[config.mk]
export PLATFORM = sky130hd
export DESIGN_NAME = mclk_ratio_monitor
export DESIGN_NICKNAME = d
export VERILOG_FILES = /design/src/rtl/mcr_pkg.sv /design/src/rtl/mcr_frame_sync.sv /design/src/rtl/mcr_period_counter.sv /design/src/rtl/mcr_mute_fsm.sv /design/src/rtl/mclk_ratio_monitor.sv
export SDC_FILE = /design/constraint.sdc
export NUM_CORES = 1
export LEC_CHECK = 0
export BUFFER_PORTS_ARGS = -buffer_cell sky130_fd_sc_hd__buf_4
export CAP_MARGIN = 20
export CORE_MARGIN = 2
export CORE_UTILIZATION = 49
export DETAILED_ROUTE_END_ITERATION = 6
export PLACE_DENSITY_LB_ADDON = 0.12
export SLEW_MARGIN = 25
export SYNTH_ARGS = -nofsm -noshare
export SYNTH_HDL_FRONTEND = slang
export SYNTH_HIERARCHICAL = 1
export SYNTH_SLANG_ARGS = --single-unit
[constraint.sdc]
create_clock -name mclk -period 2.7 [get_ports mclk]
set_input_delay 0.81 -clock mclk [delete_from_list [all_inputs] [get_ports mclk]]
set_output_delay 0.81 -clock mclk [all_outputs]
set_load 0.05 [all_outputs]
[src/rtl/mcr_pkg.sv]
package mcr_pkg;

    // Supervisor states of the ratio monitor
    typedef enum logic [1:0] {
        MS_NO_REF  = 2'd0,   // no frame start seen since reset
        MS_QUALIFY = 2'd1,   // muted, counting good periods
        MS_RUN     = 2'd2    // unmuted
    } mon_state_t;

endpackage

[src/rtl/mcr_frame_sync.sv]
module mcr_frame_sync #(
    parameter int SYNC_STAGES = 2
) (
    input  logic clk,
    input  logic rst_n,
    input  logic frame_async,
    input  logic start_on_fall,
    output logic frame_start
);

    logic [SYNC_STAGES-1:0] sync_q;
    logic                   prev_q;
    logic                   synced;

    // Synchronizer chain, one flop per stage
    generate
        for (genvar g = 0; g < SYNC_STAGES; g++) begin : g_stage
            if (g == 0) begin : g_first
                always_ff @(posedge clk or negedge rst_n) begin
                    if (!rst_n) sync_q[0] <= 1'b0;
                    else        sync_q[0] <= frame_async;
                end
            end else begin : g_next
                always_ff @(posedge clk or negedge rst_n) begin
                    if (!rst_n) sync_q[g] <= 1'b0;
                    else        sync_q[g] <= sync_q[g-1];
                end
            end
        end
    endgenerate

    assign synced = sync_q[SYNC_STAGES-1];

    // Delayed copy of the synchronized level, for edge detection
    always_ff @(posedge clk or negedge rst_n) begin
        if (!rst_n) prev_q <= 1'b0;
        else        prev_q <= synced;
    end

    always_comb begin
        if (start_on_fall) frame_start = prev_q & ~synced;
        else               frame_start = synced & ~prev_q;
    end


    single_pulse_chk: assert property (@(posedge clk) disable iff (!rst_n)
        frame_start |=> !frame_start)
        else $error("frame start lasted two cycles");

endmodule

[src/rtl/mcr_period_counter.sv]
module mcr_period_counter #(
    parameter int RATIO_PLL    = 256,
    parameter int RATIO_DIRECT = 512,
    parameter int CNT_W        = 11
) (
    input  logic             clk,
    input  logic             rst_n,
    input  logic             frame_start,
    input  logic             dac_direct,
    output logic             period_done,
    output logic             period_good,
    output logic             overrun,
    output logic [CNT_W-1:0] period_count
);

    localparam logic [CNT_W-1:0] CNT_MAX = {CNT_W{1'b1}};
    localparam logic [CNT_W-1:0] EXP_PLL = CNT_W'(RATIO_PLL);
    localparam logic [CNT_W-1:0] EXP_DIR = CNT_W'(RATIO_DIRECT);

    logic [CNT_W-1:0] cnt_q;
    logic [CNT_W-1:0] count_q;
    logic             armed_q;
    logic [CNT_W-1:0] expected;
    logic [CNT_W-1:0] measured;

    // The expected count depends on how the DAC is clocked
    always_comb begin
        expected = dac_direct ? EXP_DIR : EXP_PLL;
        measured = (cnt_q == CNT_MAX) ? CNT_MAX : cnt_q + 1'b1;
    end

    // Running counter and the capture of each completed period
    always_ff @(posedge clk or negedge rst_n) begin
        if (!rst_n) begin
            cnt_q   <= '0;
            count_q <= '0;
            armed_q <= 1'b0;
        end else if (frame_start) begin
            cnt_q   <= '0;
            armed_q <= 1'b1;
            if (armed_q) count_q <= measured;
        end else if (cnt_q != CNT_MAX) begin
            cnt_q <= cnt_q + 1'b1;
        end
    end

    always_comb begin
        period_done  = frame_start & armed_q;
        period_good  = (measured == expected);
        overrun      = armed_q & ~frame_start & (cnt_q >= expected);
        period_count = count_q;
    end


    count_sat_chk: assert property (@(posedge clk) disable iff (!rst_n)
        (!frame_start && cnt_q == CNT_MAX) |=> cnt_q == CNT_MAX)
        else $error("period counter wrapped");


    first_ref_chk: assert property (@(posedge clk) disable iff (!rst_n)
        (frame_start && !armed_q) |=> count_q == $past(count_q))
        else $error("reference edge produced a measurement");

endmodule

[src/rtl/mcr_mute_fsm.sv]
module mcr_mute_fsm
    import mcr_pkg::*;
#(
    parameter int RELEASE_PERIODS = 4
) (
    input  logic clk,
    input  logic rst_n,
    input  logic frame_start,
    input  logic period_done,
    input  logic period_good,
    input  logic overrun,
    input  logic lock_fault,
    output logic mute
);

    localparam int GOOD_W = $clog2(RELEASE_PERIODS + 1);
    localparam logic [GOOD_W-1:0] GOOD_LAST = GOOD_W'(RELEASE_PERIODS - 1);

    mon_state_t        state_q, state_d;
    logic [GOOD_W-1:0] good_q, good_d;
    logic              fault;
    logic              good_end;

    always_comb begin
        fault    = lock_fault | overrun | (period_done & ~period_good);
        good_end = period_done & period_good & ~lock_fault;
    end

    // Next-state and good-period counter
    always_comb begin
        state_d = state_q;
        good_d  = good_q;
        unique case (state_q)
            MS_NO_REF: begin
                if (frame_start) begin            // first_ref
                    state_d = MS_QUALIFY;
                    good_d  = '0;
                end
            end
            MS_QUALIFY: begin
                if (fault) begin                  // requalify
                    good_d = '0;
                end else if (good_end) begin
                    if (good_q == GOOD_LAST) begin // qualified
                        state_d = MS_RUN;
                        good_d  = '0;
                    end else begin
                        good_d = good_q + 1'b1;
                    end
                end
            end
            MS_RUN: begin
                if (fault) begin                  // fault
                    state_d = MS_QUALIFY;
                    good_d  = '0;
                end
            end
            default: begin
                state_d = MS_NO_REF;
                good_d  = '0;
            end
        endcase
    end

    // State register
    always_ff @(posedge clk or negedge rst_n) begin
        if (!rst_n) begin
            state_q <= MS_NO_REF;
            good_q  <= '0;
        end else begin
            state_q <= state_d;
            good_q  <= good_d;
        end
    end

    // Outputs
    always_comb begin
        mute = (state_q != MS_RUN);
    end


    bad_period_mute_chk: assert property (@(posedge clk) disable iff (!rst_n)
        (overrun || (period_done && !period_good)) |=> mute)
        else $error("bad period did not mute");


    release_cause_chk: assert property (@(posedge clk) disable iff (!rst_n)
        $fell(mute) |-> $past(period_done && period_good && !lock_fault))
        else $error("mute released without a good period");


    good_bound_chk: assert property (@(posedge clk) disable iff (!rst_n)
        good_q <= GOOD_LAST)
        else $error("good-period count out of range");

endmodule

[src/rtl/mclk_ratio_monitor.sv]
module mclk_ratio_monitor #(
    parameter int RATIO_PLL       = 256,
    parameter int RATIO_DIRECT    = 512,
    parameter int RELEASE_PERIODS = 4,
    parameter int SYNC_STAGES     = 2,
    parameter int CNT_W           = $clog2(RATIO_DIRECT + 1) + 1
) (
    input  logic             mclk,
    input  logic             rst_n,
    input  logic             frame_clk,
    input  logic             start_on_fall,
    input  logic             dac_direct,
    input  logic             adc_pll,
    input  logic             pll_locked,
    input  logic             err_clear,
    output logic             mute,
    output logic             ratio_err,
    output logic             lock_fault,
    output logic [CNT_W-1:0] period_count
);

    logic frame_start;
    logic period_done;
    logic period_good;
    logic overrun;
    logic bad_evt;
    logic err_q;

    mcr_frame_sync #(
        .SYNC_STAGES (SYNC_STAGES)
    ) u_sync (
        .clk           (mclk),
        .rst_n         (rst_n),
        .frame_async   (frame_clk),
        .start_on_fall (start_on_fall),
        .frame_start   (frame_start)
    );

    mcr_period_counter #(
        .RATIO_PLL    (RATIO_PLL),
        .RATIO_DIRECT (RATIO_DIRECT),
        .CNT_W        (CNT_W)
    ) u_count (
        .clk          (mclk),
        .rst_n        (rst_n),
        .frame_start  (frame_start),
        .dac_direct   (dac_direct),
        .period_done  (period_done),
        .period_good  (period_good),
        .overrun      (overrun),
        .period_count (period_count)
    );

    // The PLL is needed if it clocks either converter path
    always_comb begin
        lock_fault = (~dac_direct | adc_pll) & ~pll_locked;
        bad_evt    = overrun | (period_done & ~period_good);
    end

    mcr_mute_fsm #(
        .RELEASE_PERIODS (RELEASE_PERIODS)
    ) u_fsm (
        .clk         (mclk),
        .rst_n       (rst_n),
        .frame_start (frame_start),
        .period_done (period_done),
        .period_good (period_good),
        .overrun     (overrun),
        .lock_fault  (lock_fault),
        .mute        (mute)
    );

    // Sticky ratio error: a new error takes priority over the clear
    always_ff @(posedge mclk or negedge rst_n) begin
        if (!rst_n)         err_q <= 1'b0;
        else if (bad_evt)   err_q <= 1'b1;
        else if (err_clear) err_q <= 1'b0;
    end

    assign ratio_err = err_q;


    sticky_hold_chk: assert property (@(posedge mclk) disable iff (!rst_n)
        (ratio_err && !err_clear) |=> ratio_err)
        else $error("ratio error dropped without clear");


    err_set_chk: assert property (@(posedge mclk) disable iff (!rst_n)
        bad_evt |=> ratio_err)
        else $error("ratio error not recorded");


    lock_mute_chk: assert property (@(posedge mclk) disable iff (!rst_n)
        lock_fault |=> mute)
        else $error("lock fault did not mute");

endmodule

# Yosys cells after proc, flatten, opt, wreduce, memory -nomap -nowiden
# Cells that the tools add are included.
[word_totals]
rom_bits = 0
ramBits = 0
memories = 0
in_bits = 8
out_inout_bits = 14
word_cells = 70
latchBits = 0
ff_bits = 32
[classes]
n_lt_le_gt_ge = 1
add_sub_neg = 2
multipliers = 0
n_bitwise = 20
n_shift = 0
mux = 19
div = 0
n_eq_ne = 13
n_reduce_logical = 6
[op_table]
columns = ["operator", "n"]
rows = [
  ["$mux 11", 3],
  ["$mux 3", 5],
  ["$add 11x1->11 const B", 1],
  ["$eq 11x11->1", 1],
  ["$eq 11x11->1 const B", 1],
  ["$ge 11x11->1", 1],
  ["$ne 11x11->1 const B", 1],
  ["$mux 10", 1],
  ["$mux 2", 5],
  ["$and 1x1->1", 9],
  ["$pmux 3 s3", 1],
  ["$not 1->1", 7],
  ["$ne 2x1->1 const B", 3],
  ["$ne 2x2->1 const B", 3],
  ["$pmux 2 s3", 1],
  ["$reduce_and 5->1", 1],
  ["$or 1x1->1", 4],
  ["$reduce_bool 2->1", 2],
  ["$add 3x1->3 const B", 1],
  ["$eq 3x2->1 const B", 1],
  ["$mux 1", 3],
  ["$ne 3x1->1 const B", 1],
  ["$reduce_and 3->1", 1],
  ["$eq 2x1->1 const B", 1],
  ["3 further kinds", 3],
]

# Logic depth before layout (Yosys ltp)
# Gate-level depths: netlist (run 1).
[logic_depth]
depth_word = 10
depth_mapped = 11
ltp_nobuf = 10

# Modules after synthesis
# Netlist (run 1), hierarchy kept.
[modules_own_cells]
columns = ["mod", "n_inst", "area_per_inst_um2", "cells_each", "seq_area_each_um2"]
rows = [
  ["mcr_period_counter", 1, 1248.7, 137, 575.6],
  ["mcr_mute_fsm", 1, 290.3, 29, 125.1],
  ["mcr_frame_sync", 1, 97.6, 6, 75.1],
  ["mclk_ratio_monitor", 1, 51.3, 6, 25.0],
]

# Worst setup path before layout (run 1)
# Ideal clock, no wire load.
[synth_path]
path_type = "in2reg"
from = "input dac_direct"
to = "register u_fsm.good_q[1]"
path_buffers = 0
cell_stages = 10
setup_ns = 0.082
t_required_ns = 2.618
arrival_time_ns = 2.599
setup_slack_ns = 0.019
path_cell_list = "inv_1 -> ha_1 -> nor4b_1 -> nand2_1 -> a21boi_0 -> o311a_1 -> nor2_4 -> o21ai_2 -> or4_4 -> o22ai_1"
[synth_via]
elab_chain_len = 7
elab_cells_between_ends = 19
classes_between = "1 x order compare; 3 x eq/ne; 3 x mux; 11 x bitwise; 1 x reduce/logical"
[synth_lines]
columns = ["element", "line_no", "text"]
rows = [
  ["start: declaration", "mclk_ratio_monitor.sv:12", "input logic dac_direct,"],
  ["$mux 10 *", "mcr_period_counter.sv:28", "expected = dac_direct ? EXP_DIR : EXP_PLL;"],
  ["$ge 11x11->1 *", "mcr_period_counter.sv:50", "overrun = armed_q & ~frame_start & (cnt_q >= expected);"],
  ["$and 1x1->1 *", "mcr_period_counter.sv:50", ""],
  ["via overrun", "mclk_ratio_monitor.sv:25", "logic overrun;"],
  ["$or 1x1->1 * (2 in a row)", "mcr_mute_fsm.sv:25", "fault = lock_fault | overrun | (period_done & ~period_good);"],
  ["$ne 3x1->1 (no line) (tied with other cells)", "-", ""],
  ["$reduce_and 3->1 (no line) or $pmux 3 s3 (tied branches)", "-", ""],
  ["end signal: assignment", "mcr_mute_fsm.sv:72", "good_q <= good_d;"],
  ["end: declaration", "mcr_mute_fsm.sv:20", "logic [GOOD_W-1:0] good_q, good_d;"],
]
# Mark *: on every way through the listed nets, which the timed path passes. The rest lies on a longest branch.
# A chain may end at the register's enable or synchronous reset.

# Worst setup path in the final report (run 1)
[layout_path]
from = "register u_count.cnt_q[0]"
to = "register u_fsm.good_q[2]"
[layout_via]
elab_chain_len = 8
elab_cells_between_ends = 17
classes_between = "1 x add/sub; 1 x order compare; 4 x eq/ne; 3 x mux; 7 x bitwise; 1 x reduce/logical"
[layout_lines]
columns = ["element", "line_no", "text"]
rows = [
  ["start: declaration", "mcr_period_counter.sv:20", "logic [CNT_W-1:0] cnt_q;"],
  ["start signal: assignment", "mcr_period_counter.sv:43", "cnt_q <= cnt_q + 1'b1;"],
  ["$add 11x1->11 or $eq 11x11->1 (tied branches)", "mcr_period_counter.sv:29", "measured = (cnt_q == CNT_MAX) ? CNT_MAX : cnt_q + 1'b1;"],
  ["$mux 11 *", "mcr_period_counter.sv:29", ""],
  ["$eq 11x11->1 *", "mcr_period_counter.sv:49", "period_good = (measured == expected);"],
  ["via period_good", "mclk_ratio_monitor.sv:24", "logic period_good;"],
  ["$not 1->1", "mcr_mute_fsm.sv:25", ""],
  ["$and 1x1->1", "mcr_mute_fsm.sv:25", ""],
  ["$or 1x1->1", "mcr_mute_fsm.sv:25", ""],
  ["$ne 3x1->1 (no line) (tied with other cells)", "-", ""],
  ["$reduce_and 3->1 (no line) or $pmux 3 s3 (tied branches)", "-", ""],
]
# Marked as above.

==> out/summary.txt, run 1 <==
Outcome: finished clean
Crit path from: u_count/cnt_q[0]
DR vias/cell: 5.574
Reg2reg start: u_count/cnt_q[0]
# H-tree levels: 2
Yosys reg bits: 32
CTS root buffer: clkbuf_4
Startpoint types: flip-flop
CP Capture Point: u_fsm/good_q[2]
First-pass GRT wire length: 6727 um
Critical R2R Capture: u_fsm/good_q[2]
Number of global-route vias before repair: 1,445
Die width: 62.69 um
Max Buffers Root-to-Sink: 2
Sequential share of power: 0.440
Clock latency on the worst-skew pair: 0.33 ns
Hold WS: 0.3706 ns
Synth area leaders: dfrtp_1, nand2_1, nor2_1
CTS buffer count: 5
Maximum vdd drop: 546.9 uV
Diodes inserted: 0
Cells after synthesis: 178
Post-synth EDFFs: 0
Vias post-DR: 1,477
Gr ovfl total: 0
Most common cell in the synthesized netlist: dfrtp_1
Ys async rst share: 1.000
Num rows: 21
Register area share after synthesis: 0.4744
CP most frequent cell: buf_4
Number of I/O port buffers: 21
Final HPWL from detailed placement: 3043 um
HP Class: reg -> reg
Hold_buf cts: 0
# nets final: 231
Fin crit share: 0.9490
DRT antenna net count: 0
Top cell type by total area after synthesis: dfrtp_1
WL final: 3957 um
Total GRT Usage: 0.2228
Synth-to-Final Area Change: 22.91%
Syn Nets: 191
Crit-path slowest cell: dfrtp_2
Die height: 62.69 um
Final Setup Violations: 0
Io pins: 22
Yosys cell types: 43
DRC: 0
Clk_skew: 0.009038 ns
Initial Utilization: 0.5098
Post-DR wirelength/cell: 14.93 um
Area share of the largest cell type after synthesis: 0.4744
FMAX: 390.3 MHz
Max-cap violations: 0
Post-Syn Area: 1688 um^2
Synth Warn #: 6
Logic pwr share: 0.348
Post-CTS setup buffers: 0
Area occupied by multi-input gates: 783.3 um^2
Sw power: 521.3 uW
Crit path buffers/inverters: 3
Detailed Routing Iterations Pass 1: 5
Critical path data required time: 2.95 ns
Actual slew at the worst max-slew pin: 0.3984 ns
CP Data Arrival Time: 2.81 ns
Min cycle time layout: 2.562 ns
Die Area: 3930 um^2
Setup ws final: 0.1377 ns
Crit end category: flip-flop
Core Region: 3311 um^2
Pwr dens: 656.9 nW/um^2
Reg2Reg Setup Slack: 0.14 ns
Hold Crit Start: u_sync/sync_q[0]
Top post-synthesis cells by count: dfrtp_1, nand2_1, nor2_1
CP delay by family, top: simple AND/OR/NAND/NOR gates
Fin. max-slew vios: 0
Sequential cell area: 804.5 um^2
Switching Share: 0.3825
Post-CTS resize count: 0
WP depth: 11
Synth Flop Type: dfrtp_1
WS Path Type: reg -> reg
Largest stage delay on the critical path: 0.43 ns
Clock share of power: 0.212
Final Power: 1.363 mW
Internal power: 841.5 uW
Clk slew on worst S/H paths: 0.11 ns
Reg2Reg Depth: 11
CP Max Fanout: 6
Syn_area_per_cell: 9.482 um^2
Pleak: 0.9642 nW
Post-Place Setup Slack: -0.1382 ns
Initial drt markers: 114
Share of cells above drive strength 1: 0.3014
Pin count of the biggest net entering global routing: 33
Slew headroom: 0.7307
Filler cell count: 302
Final GP Congestion: 0.8937
Crit path cell chain: buf_4 -> inv_1 -> ha_1 -> nor2_1 -> nand3_1 -> nor3_1 -> o2111a_2 -> o21ai_2 -> buf_4 -> or3_1 -> a21boi_0
CTS tree: done
Initial antenna violation count: 0
Final Hold Fails: 0
Clock sinks: 32
-- power groups by stage --
stage	Clock [mW]	Combinational (mW)	Sequential (mW)
after floorplan	0	0.184	0.717
after global placement	0	0.458	0.601
after detailed placement	0	0.470	0.608
after CTS	0.298	0.472	0.598
after global routing	0.322	0.503	0.608
final	0.289	0.474	0.600
-- per-stage QoR --
stage | cell area (um^2) | utilization | TNS (ns) | cells
finish | 2074 | 0.6266 | 0 | 265
global route | 2074 | 0.6266 | -0.03315 | 265
CTS | 2067 | 0.6243 | 0 | 265
detailed placement | 2006 | 0.6058 | -0.3575 | 257
global placement | 2006 | 0.6058 | -0.1192 | 257
floorplan | 1688 | - | 0 | 178
-- routing by layer --
| metal | GRT usage | vias up | wire length, um |
|---|---|---|---|
| met5 | 0 | - | 0 |
| met2 | 0.3548 | 53 | 1874 |
| met1 | 0.2899 | 713 | 1802 |
| met3 | 0.06847 | 6 | 214 |
| met4 | 0.07500 | 0 | 65 |
| li1 | - | 705 | - |
-- registers in the layout, indices dropped and copies added (netlist names) --
name,flops
u_fsm/good_q,3
u_count/armed_q,1
u_sync/synced,1
u_sync/sync_q,1
u_count/cnt_q,11
u_fsm/state_q,2
u_sync/prev_q,1
ratio_err,1
u_count/period_count,11
-- worst min path at each step --
stage / to / slack [ns] / cells after the start
3_5_place_dp: u_sync/synced / 0.35 / 0
6_report: u_sync/synced / 0.37 / 0
4_1_cts: u_sync/synced / 0.37 / 0
5_1_grt: u_sync/synced / 0.38 / 0
3_3_place_gp: u_sync/synced / 0.33 / 0
2_1_floorplan: u_sync/synced / 0.33 / 0
-- logic make-up after synthesis --
group | after synthesis | share of synthesized area
adders and majority gates | 5 | 0.03706
DFF | 32 | 0.4744
muxes | 3 | 0.01779
AOI/OAI and AO/OA | 38 | 0.1586
buffers and inverters | 23 | 0.06375
and+or+nand+nor | 74 | 0.2328
xor gates and xnor gates | 3 | 0.01557
-- layout by cell type (no fill, tap or decap), types with 3 or more instances in the layout --
cell,netlist,routed
clkbuf_4,0,5
xnor2_1,3,3
mux2i_1,3,3
dfrtp_2,0,3
dfrtp_1,32,29
a31oi_1,4,4
nor3_1,5,5
buf_4,0,42
ha_1,5,4
nand4_1,6,6
nand3_1,8,8
o21ai_0,10,10
inv_1,14,14
nor2_1,19,19
a21oi_1,5,5
nand2_1,19,19
-- layout make-up --
type                       count  share of cell area
clock buffer                   6             0.02473
clock inverter                 2            0.004825
inverter                      14             0.02533
multi-input combinational    123              0.3776
sequential                    32              0.3878
tap                           46             0.02774
timing repair buffer          42              0.1520
Note: power is estimated with default switching activity, not from simulation.
==> run 2: changes to the inputs <==
--- a/config.mk
+++ b/config.mk
@@ -11,6 +11,8 @@
 export CORE_UTILIZATION = 49
 export DETAILED_ROUTE_END_ITERATION = 6
 export PLACE_DENSITY_LB_ADDON = 0.12
+export RECOVER_POWER = 100
+export REMOVE_ABC_BUFFERS = 1
 export SLEW_MARGIN = 25
 export SYNTH_ARGS = -nofsm -noshare
 export SYNTH_HDL_FRONTEND = slang
==> run 2 against run 1 <==
Highest routed layer unchanged. Count of clock-buffer cells in the layout up 1. Die area unchanged. Hold slack gained 0.0047 ns. Register-to-register slack is essentially flat. The run now ends with max-capacitance violations, max-slew violations left. Sequential share of layout area grew 1.7 points. Via count decreased by 4.3%. Critical path type unchanged.
==> out/summary.txt, run 2 (synthesis gave the netlist of run 1 again) <==
Fin. max-slew vios: 33 (was 0)
Diodes inserted: 0 (unchanged)
Maximum vdd drop: 519.3 uV (was 546.9 uV)
Crit path cell chain: inv_1 -> or4_1 -> a221oi_2 -> o2111a_2 -> o21ai_2 -> buf_4 -> or3_1 -> a21boi_0 (was buf_4 -> inv_1 -> ha_1 -> nor2_1 -> nand3_1 -> nor3_1 -> o2111a_2 -> o21ai_2 -> buf_4 -> or3_1 -> a21boi_0)
First-pass GRT wire length: 6458 um (was 6727 um)
HP Class: reg -> reg (unchanged)
Setup ws final: 0.1413 ns (was 0.1377 ns)
Crit end category: flip-flop (unchanged)
Io pins: 22 (unchanged)
Max Buffers Root-to-Sink: 2 (unchanged)
Failing checks: max-capacitance violations, max-slew violations
Final GP Congestion: 0.8151 (was 0.8937)
CTS buffer count: 5 (unchanged)
CP Data Arrival Time: 2.81 ns (about the same)
WS Path Type: reg -> reg (unchanged)
DRT antenna net count: 0 (unchanged)
Utilization after layout: 0.6002 (was 0.6266)
CP delay by family, top: simple AND/OR/NAND/NOR gates (unchanged)
Pwr dens: 666.4 nW/um^2 (was 656.9 nW/um^2)
Final HPWL from detailed placement: 2749 um (was 3043 um)
Number of I/O port buffers: 21 (unchanged)
DRC: 0 (unchanged)
# nets final: 226 (was 231)
Reg2reg start: u_count/cnt_q[8] (was u_count/cnt_q[0])
Slew headroom: -0.1009 (was 0.7307)
Synth-to-Final Area Change: 17.72% (was 22.91%)
Crit path buffers/inverters: 2 (was 3)
Final Hold Fails: 0 (unchanged)
Largest stage delay on the critical path: 0.57 ns (was 0.43 ns)
Initial Utilization: 0.5098 (unchanged)
Hold WS: 0.3754 ns (was 0.3706 ns)
Post-Place Cells: 252 (was 257)
Startpoint types: flip-flop (unchanged)
Pleak: 0.8693 nW (was 0.9642 nW)
CTS root buffer: clkbuf_4 (unchanged)
WHS Path Cells: 0 (unchanged)
Die height: 62.69 um (unchanged)
Hold Crit Start: u_sync/sync_q[0] (unchanged)
WL final: 3685 um (was 3957 um)
Post-DR wirelength/cell: 14.17 um (was 14.93 um)
Pin count of the biggest net entering global routing: 33 (unchanged)
FMAX: 390.8 MHz (was 390.3 MHz)
# H-tree levels: 2 (unchanged)
Gr ovfl total: 0 (unchanged)
Min cycle time layout: 2.559 ns (was 2.562 ns)
Final TNS setup: 0 ns (unchanged)
Num rows: 21 (unchanged)
Clock sinks: 32 (unchanged)
Clk_skew: 0.005271 ns (was 0.009038 ns)
Actual slew at the worst max-slew pin: 1.651 ns (was 0.3984 ns)
Hold_buf cts: 0 (unchanged)
Initial drt markers: 148 (was 114)
RSZ-0062 raised after global routing: no
Die Area: 3930 um^2 (unchanged)
Detailed Routing Iterations Pass 1: 5 (unchanged)
Most frequent cells in the layout: dfrtp_1, nand2_1, nor2_1 (was buf_4, dfrtp_1, nand2_1, nor2_1, inv_1)
Clock latency on the worst-skew pair: 0.33 ns (about the same)
DR vias/cell: 5.435 (was 5.574)
Final Setup Violations: 0 (unchanged)
Critical R2R Capture: u_fsm/good_q[2] (unchanged)
Die width: 62.69 um (unchanged)
Total GRT Usage: 0.2100 (was 0.2228)
Share of cells above drive strength 1: 0.2056 (was 0.3014)
Core Region: 3311 um^2 (unchanged)
Vias post-DR: 1,413 (was 1,477)
Most common cell after layout, fill and taps aside: dfrtp_1 (was buf_4)
Post-Place Setup Slack: -0.1143 ns (was -0.1382 ns)
Worst Hold End: u_sync/synced (unchanged)
Max-cap violations: 1 (was 0)
Fin crit share: 0.9476 (was 0.9490)
Critical path data required time: 2.95 ns (about the same)
Outcome: finished, violations left (was finished clean)
CTS tree: done (unchanged)
Reg2Reg Setup Slack: 0.14 ns (about the same)
Non-Filler Instances: 260 (was 265)
Clk slew on worst S/H paths: 0.10 ns (was 0.11 ns)
Crit-path slowest cell: or4_1 (was dfrtp_2)
Reg2Reg Depth: 8 (was 11)
CP Max Fanout: 7 (was 6)
Initial antenna violation count: 0 (unchanged)
Number of global-route vias before repair: 1,434 (was 1,445)
-- run 2: worst reg2reg max path: cells and delay by family (launching register included) --
kind | cells | cell delay, ns
simple gates | 2 | 0.92
compound gates | 4 | 0.86
flops | 1 | 0.47
buf+inv | 2 | 0.24
-- run 2: stage by stage --
stage | instance area [um^2] | power, mW
floorplan | 1633 | 0.8892
global placement | 1968 | 1.052
detailed placement | 1968 | 1.061
CTS | 2031 | 1.353
global route | 1987 | 1.406
finish | 1987 | 1.324
-- run 2: where the power goes --
part           switching [mW]  leakage, nW  internal, mW
registers              0.0595        0.409         0.542
clock network           0.164       0.0315         0.127
logic                   0.292        0.429         0.140
total                   0.515        0.869         0.809
-- run 2: what timing repair did --
item                                    in CTS  in global routing
endpoints found under the setup margin       0                  3
gates resized for setup                      0                  7
buffers inserted                             0                  0
endpoints found under the hold margin        0                  0
-- run 2: cell type report --
| cell class | instances | area [um^2] |
|---|---|---|
| Tap cell | 46 | 57.56 |
| Fill cell | 318 | 1324 |
| Clock inverter | 1 | 7.507 |
| Multi-Input combinational cell | 123 | 794.5 |
| Sequential cell | 32 | 804.5 |
| Clock buffer | 7 | 55.05 |
| Inverter | 14 | 52.55 |
| Timing Repair Buffer | 37 | 215.2 |
-- run 2: worst max path at each step --
| stage | cells past startpoint | slack [ns] | startpoint | to |
|---|---|---|---|---|
| final | 8 | 0.14 | u_count/cnt_q[8] | u_fsm/good_q[2] |
| after global routing | 8 | 0.005 | u_count/cnt_q[8] | u_fsm/good_q[2] |
| after CTS | 11 | 0.05 | u_count/cnt_q[0] | u_fsm/good_q[2] |
| after detailed placement | 11 | -0.11 | dac_direct | u_fsm/good_q[2] |
| after global placement | 11 | -0.04 | dac_direct | u_fsm/good_q[1] |
| after floorplan | 10 | 0.02 | dac_direct | u_fsm/good_q[1] |
-- run 2: per-layer routing --
| metal | routed length [um] | up-vias | global-route usage |
|---|---|---|---|
| met5 | 0 | - | 0 |
| met4 | 35 | 0 | 0.08611 |
| met3 | 172 | 4 | 0.04685 |
| met2 | 1784 | 37 | 0.3360 |
| met1 | 1692 | 675 | 0.2769 |
| li1 | - | 697 | - |
